`src/rtl/spi_eng_pkg.sv`:
```
// Package: types and mode decoding shared by the SPI master engine.
// Assumes the mode is an integer from 0 to 3: bit 1 is CPOL, bit 0 is CPHA.
package spi_eng_pkg;

    typedef enum logic {
        ST_IDLE = 1'b0,
        ST_RUN  = 1'b1
    } eng_state_t;

    // Clock polarity: the idle level of the serial clock.
    function automatic logic mode_cpol(input int mode);
        return ((mode / 2) % 2) == 1;
    endfunction

    // Clock phase: 1 means data changes on the leading edge.
    function automatic logic mode_cpha(input int mode);
        return (mode % 2) == 1;
    endfunction

endpackage

```
`src/rtl/spi_tick_gen.sv`:
```
// Module: half-period tick generator.
// Emits one tick every DIV+1 cycles while run is high.
// The divider is captured only while cfg_open is high.
// Assumes run stays high for the whole frame.
module spi_tick_gen #(
    parameter int DIV_W = 8
) (
    input  logic             clk,
    input  logic             rst_n,
    input  logic             cfg_open,
    input  logic [DIV_W-1:0] div_in,
    input  logic             run,
    output logic             tick
);

    logic [DIV_W-1:0] div_q;
    logic [DIV_W-1:0] cnt_q;

    // Capture the divider only while configuration is open.
    always_ff @(posedge clk) begin
        if (!rst_n)        div_q <= '0;
        else if (cfg_open) div_q <= div_in;
    end

    // Count cycles within a half-period; restart on every tick.
    always_ff @(posedge clk) begin
        if (!rst_n || !run) cnt_q <= '0;
        else if (tick)      cnt_q <= '0;
        else                cnt_q <= cnt_q + 1'b1;
    end

    assign tick = run && (cnt_q == div_q);

endmodule

```
`src/rtl/spi_frame_shifter.sv`:
```
// Module: frame shifter.
// Generates the serial clock edges, shifts transmit bits out
// MSB first and shifts sampled receive bits in.
// Assumes load and tick never coincide.
// Assumes exactly 2*FRAME_W ticks follow each load.
module spi_frame_shifter #(
    parameter int FRAME_W = 8,
    parameter bit CPOL    = 1'b1,
    parameter bit CPHA    = 1'b1
) (
    input  logic               clk,
    input  logic               rst_n,
    input  logic               load,
    input  logic [FRAME_W-1:0] load_data,
    input  logic               tick,
    input  logic               miso,
    output logic               sclk,
    output logic               mosi,
    output logic [FRAME_W-1:0] rx_word,
    output logic               last_edge
);

    localparam int EDGES = 2 * FRAME_W;
    localparam int EW    = $clog2(EDGES);

    logic [EW-1:0]      edge_q;
    logic [FRAME_W-1:0] tx_q;
    logic [FRAME_W-1:0] rx_q;
    logic               leading;
    logic               shift_now;
    logic               sample_now;

    assign leading   = (edge_q[0] == 1'b0);
    assign last_edge = tick && (edge_q == EW'(EDGES - 1));

    // Pick the update and sample edges for the fixed phase.
    generate
        if (CPHA) begin : g_pha1
            assign shift_now  = tick && leading;
            assign sample_now = tick && !leading;
        end else begin : g_pha0
            assign shift_now  = tick && !leading && !last_edge;
            assign sample_now = tick && leading;
        end
    endgenerate

    // Edge counter and serial clock toggling.
    always_ff @(posedge clk) begin
        if (!rst_n) begin
            edge_q <= '0;
            sclk   <= CPOL;
        end else if (load) begin
            edge_q <= '0;
            sclk   <= CPOL;
        end else if (tick) begin
            edge_q <= last_edge ? '0 : edge_q + 1'b1;
            sclk   <= ~sclk;
        end
    end

    // Transmit shift register and MOSI output bit.
    always_ff @(posedge clk) begin
        if (!rst_n) begin
            tx_q <= '0;
            mosi <= 1'b0;
        end else if (load) begin
            if (!CPHA) begin
                mosi <= load_data[FRAME_W-1];
                tx_q <= {load_data[FRAME_W-2:0], 1'b0};
            end else begin
                tx_q <= load_data;
            end
        end else if (shift_now) begin
            mosi <= tx_q[FRAME_W-1];
            tx_q <= {tx_q[FRAME_W-2:0], 1'b0};
        end
    end

    // Receive shift register, filled MSB first.
    always_ff @(posedge clk) begin
        if (!rst_n)          rx_q <= '0;
        else if (sample_now) rx_q <= {rx_q[FRAME_W-2:0], miso};
    end

    assign rx_word = rx_q;

endmodule

```
`src/rtl/spi_sel_drive.sv`:
```
// Module: slave-select drivers.
// One active-low line per mask bit.
// Release mode follows frame activity; hold mode follows the enable.
// Purely combinational. Assumes mask and enable come from registers.
module spi_sel_drive #(
    parameter int NUM_SEL  = 8,
    parameter bit HOLD_SEL = 1'b0
) (
    input  logic [NUM_SEL-1:0] sel_mask,
    input  logic               enable,
    input  logic               frame_act,
    output logic [NUM_SEL-1:0] ssel_n
);

    logic act;

    // Choose the assertion condition for the configured select policy.
    generate
        if (HOLD_SEL) begin : g_hold
            assign act = enable;
        end else begin : g_release
            assign act = frame_act;
        end
    endgenerate

    // Drive each line low when it is masked in and the condition holds.
    generate
        for (genvar i = 0; i < NUM_SEL; i++) begin : g_line
            assign ssel_n[i] = ~(sel_mask[i] & act);
        end
    endgenerate

endmodule

```
`src/rtl/spi_serial_engine.sv`:
```
// Module: SPI master serial engine (top).
// Pops words from a transmit FIFO and runs one frame per word.
// Pushes each received word with a done pulse.
// Assumes the FIFO presents valid tx_data whenever tx_empty is low.
// Assumes tx_pop is consumed in the cycle it is high.
module spi_serial_engine #(
    parameter int SPI_MODE = 3,
    parameter bit HOLD_SEL = 1'b0,
    parameter int FRAME_W  = 8,
    parameter int DIV_W    = 8,
    parameter int NUM_SEL  = 8
) (
    input  logic               clk,
    input  logic               rst_n,
    input  logic               enable,
    input  logic [DIV_W-1:0]   clk_div,
    input  logic [NUM_SEL-1:0] sel_mask,
    input  logic               tx_empty,
    input  logic [FRAME_W-1:0] tx_data,
    output logic               tx_pop,
    output logic [FRAME_W-1:0] rx_data,
    output logic               rx_push,
    input  logic               miso,
    output logic               sclk,
    output logic               mosi,
    output logic [NUM_SEL-1:0] ssel_n,
    output logic               busy,
    output logic               done
);

    import spi_eng_pkg::*;

    localparam bit CPOL = mode_cpol(SPI_MODE);
    localparam bit CPHA = mode_cpha(SPI_MODE);

    eng_state_t state_q;
    logic       tick;
    logic       last_edge;
    logic       done_q;

    assign busy   = (state_q == ST_RUN);
    assign tx_pop = (state_q == ST_IDLE) && enable && !tx_empty;

    // Frame sequencer: idle until a pop, run until the last edge.
    always_ff @(posedge clk) begin
        if (!rst_n) begin
            state_q <= ST_IDLE;
        end else begin
            case (state_q)
                ST_IDLE: if (tx_pop)    state_q <= ST_RUN;
                ST_RUN:  if (last_edge) state_q <= ST_IDLE;
                default:                state_q <= ST_IDLE;
            endcase
        end
    end

    // End-of-frame pulse, one cycle after the last edge.
    always_ff @(posedge clk) begin
        if (!rst_n) done_q <= 1'b0;
        else        done_q <= last_edge;
    end

    assign done    = done_q;
    assign rx_push = done_q;

    spi_tick_gen #(
        .DIV_W (DIV_W)
    ) u_tick (
        .clk      (clk),
        .rst_n    (rst_n),
        .cfg_open (!enable && !busy),
        .div_in   (clk_div),
        .run      (busy),
        .tick     (tick)
    );

    spi_frame_shifter #(
        .FRAME_W (FRAME_W),
        .CPOL    (CPOL),
        .CPHA    (CPHA)
    ) u_shift (
        .clk       (clk),
        .rst_n     (rst_n),
        .load      (tx_pop),
        .load_data (tx_data),
        .tick      (tick),
        .miso      (miso),
        .sclk      (sclk),
        .mosi      (mosi),
        .rx_word   (rx_data),
        .last_edge (last_edge)
    );

    spi_sel_drive #(
        .NUM_SEL  (NUM_SEL),
        .HOLD_SEL (HOLD_SEL)
    ) u_sel (
        .sel_mask  (sel_mask),
        .enable    (enable),
        .frame_act (busy || tx_pop),
        .ssel_n    (ssel_n)
    );

endmodule

```
`config.mk`:
```
export PLATFORM = sky130hd
export DESIGN_NAME = spi_serial_engine
export DESIGN_NICKNAME = d
export VERILOG_FILES = /design/src/rtl/spi_eng_pkg.sv /design/src/rtl/spi_tick_gen.sv /design/src/rtl/spi_frame_shifter.sv /design/src/rtl/spi_sel_drive.sv /design/src/rtl/spi_serial_engine.sv
export SDC_FILE = /design/constraint.sdc
export NUM_CORES = 1
export LEC_CHECK = 0
export ABC_AREA = 1
export BUFFER_PORTS_ARGS = -buffer_cell sky130_fd_sc_hd__buf_2
export CAP_MARGIN = 20
export CORE_AREA = 4 4 65 82
export CTS_CLUSTER_DIAMETER = 60
export DETAILED_ROUTE_END_ITERATION = 8
export DIE_AREA = 0 0 69 86
export GPL_TIMING_DRIVEN = 0
export PLACE_DENSITY_LB_ADDON = 0.15
export SYNTH_ARGS = -nofsm -noshare
export SYNTH_HDL_FRONTEND = slang
export SYNTH_SLANG_ARGS = --single-unit
```
`constraint.sdc`:
```
create_clock -name clk -period 2.63 [get_ports clk]
set_input_delay 0.526 -clock clk [delete_from_list [all_inputs] [get_ports clk]]
set_output_delay 0.526 -clock clk [all_outputs]
set_load 0.03 [all_outputs]
```
# After elaboration in Yosys (flattened, before gate mapping)
# Cells that the tools add are included.
# op_classes
addsub	2
eq_ne	2
n_mux	6
bitwise	21
n_reduce_logical	17
# op_table
cell	n
8-bit two-way mux	2
1-bit NOT	13
8-bit by 1-bit adder with 8-bit output, second input constant	1
1-bit AND	8
8-bit equality test	1
1-bit logical AND	7
4-bit by 1-bit adder with 4-bit output, second input constant	1
4-bit equality test, second input constant	1
1-bit logical NOT	4
4-bit two-way mux	1
2-bit OR reduction	2
1-bit logical OR	2
1-bit two-way mux	2
1-bit case mux with 2 select lines	1
2-bit AND reduction	1
2-bit nonzero test	1
# word_totals
regBits	40
inputBits	29
output_inout_bits	22
elab_cells	57

# Longest topological paths before layout
# Gate-level depths: netlist of the first run.
# logic_depth
word_depth	6
ltp_mapped	12
ltp_nobuf	11

# Cells and area by module
# From an unflattened synthesis of the first run, not the netlist that was laid out.
# hier_totals
hier_cells	258
hier_area_um2	1873.0
# modules_own_cells
mod	n_inst	cells_per_inst	area_per_inst_um2	seq_area_each_um2
spi_frame_shifter	1	134	996.0	440.4
spi_tick_gen	1	101	748.2	320.3
spi_serial_engine	1	14	93.8	40.0
spi_sel_drive	1	9	35.0	0.0

# Least setup slack after synthesis of the first run
# No wires, ideal clock.
# synth_path
path_kind	register to output
startpoint	register state_q (netlist: busy)
endpoint	output ssel_n[0]
arrival_ps	1533
required_time_ps	2104
path_slack_ps	571
path_stages_with_launch	7
n_path_buf	2
cell_sequence	dfxtp_1 -> buf_4 -> nor3_1 -> buf_2 -> nor2_1 -> clkinv_1 -> nand2_1
# synth_via
elab_chain_len	6
# synth_lines
element	line	rtl
start, declared	spi_serial_engine.sv:36	eng_state_t state_q;
start signal, assigned	spi_serial_engine.sv:47	state_q <= ST_IDLE;
start signal, assigned	spi_serial_engine.sv:50	ST_IDLE: if (tx_pop) state_q <= ST_RUN;
start signal, assigned	spi_serial_engine.sv:51	ST_RUN: if (last_edge) state_q <= ST_IDLE;
1-bit NOT	--	
1-bit logical AND (2 in a row)	spi_serial_engine.sv:42	assign tx_pop = (state_q == ST_IDLE) && enable && !tx_empty;
via tx_pop	spi_serial_engine.sv:20	output logic tx_pop,
1-bit logical OR	spi_serial_engine.sv:100	.frame_act (busy || tx_pop),
1-bit AND	spi_sel_drive.sv:29	assign ssel_n[i] = ~(sel_mask[i] & act);
1-bit NOT	spi_sel_drive.sv:29	
end, declared	spi_serial_engine.sv:26	output logic [NUM_SEL-1:0] ssel_n,
# The timed path passes the listed nets, and every way through them passes these cells.

# Worst setup path after layout of the first run
# layout_path
startpoint	register state_q (netlist: busy)
endpoint	output ssel_n[1]
# layout_via
elab_chain_len	6
# layout_lines
element	line
1-bit NOT	--
1-bit logical AND (2 in a row)	spi_serial_engine.sv:42
1-bit logical OR (*)	spi_serial_engine.sv:100
1-bit AND (*)	spi_sel_drive.sv:29
1-bit NOT (*)	spi_sel_drive.sv:29
# Every way passes the cells marked *; elsewhere a longest branch is shown, timed or not.

==> results.cfg, run 1 <==
[layout]
final_cell_mix = nand2_1 (84), buf_2 (52), inv_1 (46), dfxtp_1 (40), nor2_1 (31)
layout_commonest_cell = nand2_1
antennaDiodeCount = 0
syn_to_final_growth_pct = 20.22
stdcell_area_um2 = 2589
utilization_pct = 55.98
instances_no_fill = 429
layout-drive-gt1-share_pct = 28.18
nets = 399

[cts]
cts_tree = done
htreeDepth = 2
cts_resized = 0
cts.sinks = 40
cts-root-buf = clkbuf_8
cts_setup_buffers = 0
numCtsBuffers = 5
cts_hold_buffers = 0
clockBufferDepth = 2
clock_latency_ps = 290
clk_pin_slew_ps = 80

[setup_path]
critPathLaunchType = flip-flop
cp-end-kind = output port
cp.required_ps = 2100
arrival_ps = 1690
critical_path_peak_fanout = 10
setup.worst_path.class = flip-flop to output port

[routing]
drc_errors = 0
wl_per_cell_um = 10.81
firstDrtPassIters = 4
routed_wl_um = 4638
antenna_left = 0
via_per_inst = 4.469
vias = 1917
drtIter0Drc = 89

[global_route]
grt-busiest-layer = met2
grt_use_total_pct = 16.52
grtUsageMet2_pct = 28.56
grt_max_degree = 15
use_met3_pct = 3.986
antenna_found_initial = 0
grt-ovfl-total = 0
grt_pass1_wl_um = 7976
grtUsageMet1_pct = 19.41
first_global_vias = 1813

[die]
die_h_um = 86
design.core.area_um2 = 4624
io_pins = 51
start_util_pct = 46.56
dieArea_um2 = 5934
rows = 28
die_w_um = 69

[placement]
placed_cell_area_um2 = 2474
portBuffers = 49
gp_congestion = 0.8200
dp.cells = 421
place_hpwl_um = 3530

[logic_synthesis]
seq_area_frac_synth_pct = 37.19
yosysUniqueCellTypes = 33
synth_flop_cell = dfxtp_1
synth-edff-count = 0
ys_seq_elements = 40
yosys_warnings = 0
synthesis.area_um2 = 2153
synthArstFlopShare_pct = 0
netlist.area_leader.share_pct = 37.19
syn_inst = 312
syn_area_per_cell_um2 = 6.902
yosysTopAreaCell = dfxtp_1
synthesis.nets = 343
netlist_top_cells_area = dfxtp_1 (37%), nand2_1 (15%), inv_1 (8.0%), nor2_1 (5.4%), nor2_2 (4.1%)

[timing]
worst_pin_slew_ps = 461.1
rsz0062_at_grt = no
fin_crit_sh_pct = 84.31
timing.setup.tns_ps = 0
slew_headroom_pct = 69.26
timing.final.crit_period_ps = 2217
final_max_slew_viol_count = 0
finalHoldViolCount = 0
fin_skew_ps = 5.153
setup_viol = 0
clock.fmax_ghz = 0.4510

[power]
ir_drop_mv = 0.3440
power.density_nw_per_um2 = 541.9
p_leak_nw = 1.245

[run_status]
status = complete, no violations

[job]
max_cap_viol_count = 0

[worst_hold_path]
hold_class = primary input to flip-flop
==> where the power goes <==
part	internal, W	leakage (nW)	total [W]	switching, W
registers	0.000629	0.326	0.000647	0.0000175
logic	0.0000893	0.864	0.000237	0.000148
clock network	0.000286	0.0548	0.000519	0.000233
==> path summary, 6_finish.rpt <==
kind,startpoint,endpoint,cells past startpoint,slack [ps]
hold reg to reg,u_tick.div_q[4],u_tick.div_q[4],2,480
hold / removal,clk_div[2],u_tick.div_q[2],3,480
setup reg to reg,u_tick.cnt_q[1],u_shift.tx_q[4],12,1050
setup / recovery,busy,ssel_n[1],7,410
==> synth_stat cells, types with 3 or more instances <==
library cell  number
nor2_2            14
buf_2              3
dfxtp_1           40
nand2_2            9
o21ai_1            8
a21oi_1           13
nand3_1            9
nor2_1            31
nand2_1           84
nor3_1             3
inv_1             46
o21ai_0           10
xor2_1             5
nand3_4            3
inv_2              6
nand4_1            5
==> state kept, by name, indices dropped and copies added (netlist names) <==
signal / cells
u_shift.tx_q: 8
u_shift.edge_q: 4
u_shift.rx_word: 8
u_shift.sclk: 1
u_tick.cnt_q: 8
u_shift.mosi: 1
busy: 1
u_tick.div_q: 8
done: 1
==> through the flow <==
stage	total power (W)	hold slack, ps	setup slack, ps
after floorplan	0.0008374	440.9	570.9
after global placement	0.0008974	461.0	577.4
after detailed placement	0.0009013	467.0	569.8
after CTS	0.001422	472.1	377.3
after global routing	0.001479	484.8	166.8
final	0.001403	481.5	412.7
==> final cells by class <==
type | count | area, um2
fillers | 480 | 2036
flip-flops and latches | 40 | 800.8
well taps | 60 | 75.07
plain buffers | 10 | 72.57
repair buffers | 49 | 245.2
clock buffers | 5 | 68.82
inverters | 54 | 203.9
clock inverters | 3 | 46.29
multi-input cells | 208 | 1076
==> routing by layer <==
layer / routed length, um / share of wire [%]
met2: 2285 / 49
met3: 179 / 3.9
met1: 2092 / 45
met5: 0 / 0
met4: 80 / 1.7
==> worst max-delay path: stages (launching register included) <==
cell and delay [ps]:
dfxtp_1 310, buf_4 170, nor3_1 220, buf_2 250, nor2_1 60, clkinv_1 140, nand2_1 70, buf_2 180
==> logic make-up (layout without fill, tap and decap cells) <==
group,Yosys count,in the layout,share of synthesized area [%]
AND/OR/NAND/NOR,167,167,38.00
buffers and inverters,64,121,12.84
flip-flops,40,40,37.19
AO/OA/AOI/OAI,32,32,7.961
XOR/XNOR,7,7,2.847
adder cells (fa/ha/maj),2,2,1.162
(Power assumes the default switching activity.)
==> run 2, diff against run 1 <==
ABC_AREA = 0   (was 1)
CORE_AREA = 4 4 61 77   (was 4 4 65 82)
DIE_AREA = 0 0 65 81   (was 0 0 69 86)
clock period = 2.3 ns   (was 2.63 ns; I/O delays follow)
==> results.cfg, run 2 <==
[layout]
instances_no_fill = 322
nets = 296
layout-drive-gt1-share_pct = 28.20
antennaDiodeCount = 0
final_cell_mix = buf_2 (50), dfxtp_1 (40), nand2_1 (30), nor2_1 (19), o21ai_0 (15)
syn_to_final_growth_pct = 21.71
layout_commonest_cell = buf_2
stdcell_area_um2 = 2315

[cts]
clock_latency_ps = 290
cts_tree = done
cts.sinks = 40
cts_setup_buffers = 0
clockBufferDepth = 2
cts-root-buf = clkbuf_8
numCtsBuffers = 5
cts_hold_buffers = 0
htreeDepth = 2
cts_resized = 0
clk_pin_slew_ps = 80

[setup_path]
startpoint = busy
arrival_ps = 1630
cp.required_ps = 1840
critPathLaunchType = flip-flop
reg2reg_slack_ps = 360
setup.worst_path.class = flip-flop to output port
worstReg2RegEnd = u_shift.tx_q[4]
cp-end-kind = output port
r2r_cells = 5
critical_path_peak_fanout = 10
reg2reg_from = u_tick.cnt_q[2]
crit_end = ssel_n[0]

[timing]
fin_skew_ps = 4.390
timing.final.crit_period_ps = 2089
timing.setup.tns_ps = 0
final_max_slew_viol_count = 0
slew_headroom_pct = 62.14
clock.fmax_ghz = 0.4787
fin_crit_sh_pct = 90.83
setup_viol = 0
worst_pin_slew_ps = 565.9
finalHoldViolCount = 0
rsz0062_at_grt = no

[logic_synthesis]
ys_seq_elements = 40
synth-edff-count = 0
yosysTopAreaCell = dfxtp_1
yosys_warnings = 0
seq_area_frac_synth_pct = 42.11
netlist_top_cells_area = dfxtp_1 (42%), nand2_1 (5.9%), mux2i_1 (4.7%), o21ai_0 (3.9%), nor2_1 (3.8%)
synthesis.nets = 240
synthArstFlopShare_pct = 0
synthesis.area_um2 = 1902
yosysMostFrequentCell = dfxtp_1
netlist.area_leader.share_pct = 42.11
yosysUniqueCellTypes = 42
synth_commonest_cells = dfxtp_1 (40), nand2_1 (30), nor2_1 (19)
syn_area_per_cell_um2 = 9.100
synth_flop_cell = dfxtp_1
syn_inst = 209

[run_status]
status = complete, no violations

[power]
ir_drop_mv = 0.4022
power.density_nw_per_um2 = 627.5
p_leak_nw = 1.030

[placement]
portBuffers = 49
placed_cell_area_um2 = 2217
gp_congestion = 0.7831
place_hpwl_um = 3131
dp.cells = 314

[die]
dieArea_um2 = 5265
design.core.area_um2 = 4001
start_util_pct = 47.53
die_w_um = 65
io_pins = 51
rows = 26
die_h_um = 81

[routing]
firstDrtPassIters = 4
drtIter0Drc = 50
antenna_left = 0
routed_wl_um = 4069
drc_errors = 0
via_per_inst = 5.012
wl_per_cell_um = 12.64
vias = 1614

[global_route]
grt-ovfl-total = 0
grt_pass1_wl_um = 6900
antenna_found_initial = 0
grt_use_total_pct = 16.53
grt_max_degree = 14
first_global_vias = 1601

[worst_hold_path]
hold_class = primary input to flip-flop

[job]
max_cap_viol_count = 0
==> run 2: changes by cell type after synthesis, moves of 9 or more <==
cell      previous run  this run
nor2_1              31        19
and3_1               0         9
inv_1               46         6
a21oi_1             13         3
nand2_2              9         0
a21boi_0             0         9
nand2_1             84        30
mux2i_1              0         9
nor2_2              14         0
==> run 2: stage by stage <==
stage | hold WS [ps] | util (%) | total power (W) | setup slack [ps]
2_1_floorplan | 457.2 | - | 0.0009103 | 435.2
6_report | 405.9 | 57.85 | 0.001452 | 211.0
4_1_cts | 398.3 | 57.82 | 0.001472 | 61.89
3_3_place_gp | 455.8 | 55.41 | 0.0009784 | 311.6
5_1_grt | 418.7 | 57.85 | 0.001525 | 20.50
3_5_place_dp | 473.1 | 55.41 | 0.0009814 | 324.0
==> run 2: area by class of cell <==
| class | count | area [um2] |
|---|---|---|
| fillers | 404 | 1687 |
| multi-input cells | 152 | 1012 |
| flip-flops and latches | 40 | 800.8 |
| repair buffers | 49 | 245.2 |
| clock buffers | 6 | 82.58 |
| well taps | 56 | 70.07 |
| plain buffers | 10 | 63.81 |
| inverters | 7 | 26.28 |
| clock inverters | 2 | 13.76 |
==> run 2: how the worst min path moves through the flow <==
stage	startpoint	slack, ps	depth (start not counted)	end
6_report	miso	410	3	u_shift.rx_word[0]
5_1_grt	miso	420	3	u_shift.rx_word[0]
4_1_cts	miso	400	3	u_shift.rx_word[0]
3_5_place_dp	u_shift.rx_word[2]	470	2	u_shift.rx_word[3]
3_3_place_gp	u_shift.rx_word[7]	460	2	u_shift.rx_word[7]
2_1_floorplan	u_tick.cnt_q[0]	460	1	u_tick.cnt_q[0]
==> run 2: kinds of logic (layout without fill, tap and decap cells) <==
logic type               count (synthesis)  after routing  share of synthesized area [%]
AND/OR/NAND/NOR                         85             85                          24.21
multiplexers                             9              9                          4.737
flip-flops                              40             40                          42.11
adder cells (fa/ha/maj)                  2              2                          1.316
XOR/XNOR                                12             12                          6.316
AO/OA/AOI/OAI                           44             44                          16.65
buffers and inverters                   17             74                          4.670
==> run 2: power by group <==
group	total [W]	switching (W)	internal (W)
Sequential	0.000739	0.0000190	0.000720
Clock	0.000490	0.000245	0.000245
Combinational	0.000224	0.000139	0.0000850
Total	0.00145	0.000403	0.00105
==> run 2: layer usage <==
layer,vias up,part of all wire (%),global-route usage [%]
met5,-,0,0
met4,0,0.86,3.171
met3,4,5.6,4.979
met2,39,49,31.01
met1,738,44,18.34
li1,833,-,-
==> run 2: critical path, stage by stage (launching register included) <==
cell      delay [ps]
dfxtp_1          440
clkbuf_2         250
nand2b_1         130
clkbuf_1         250
nand2_1           90
buf_2            180
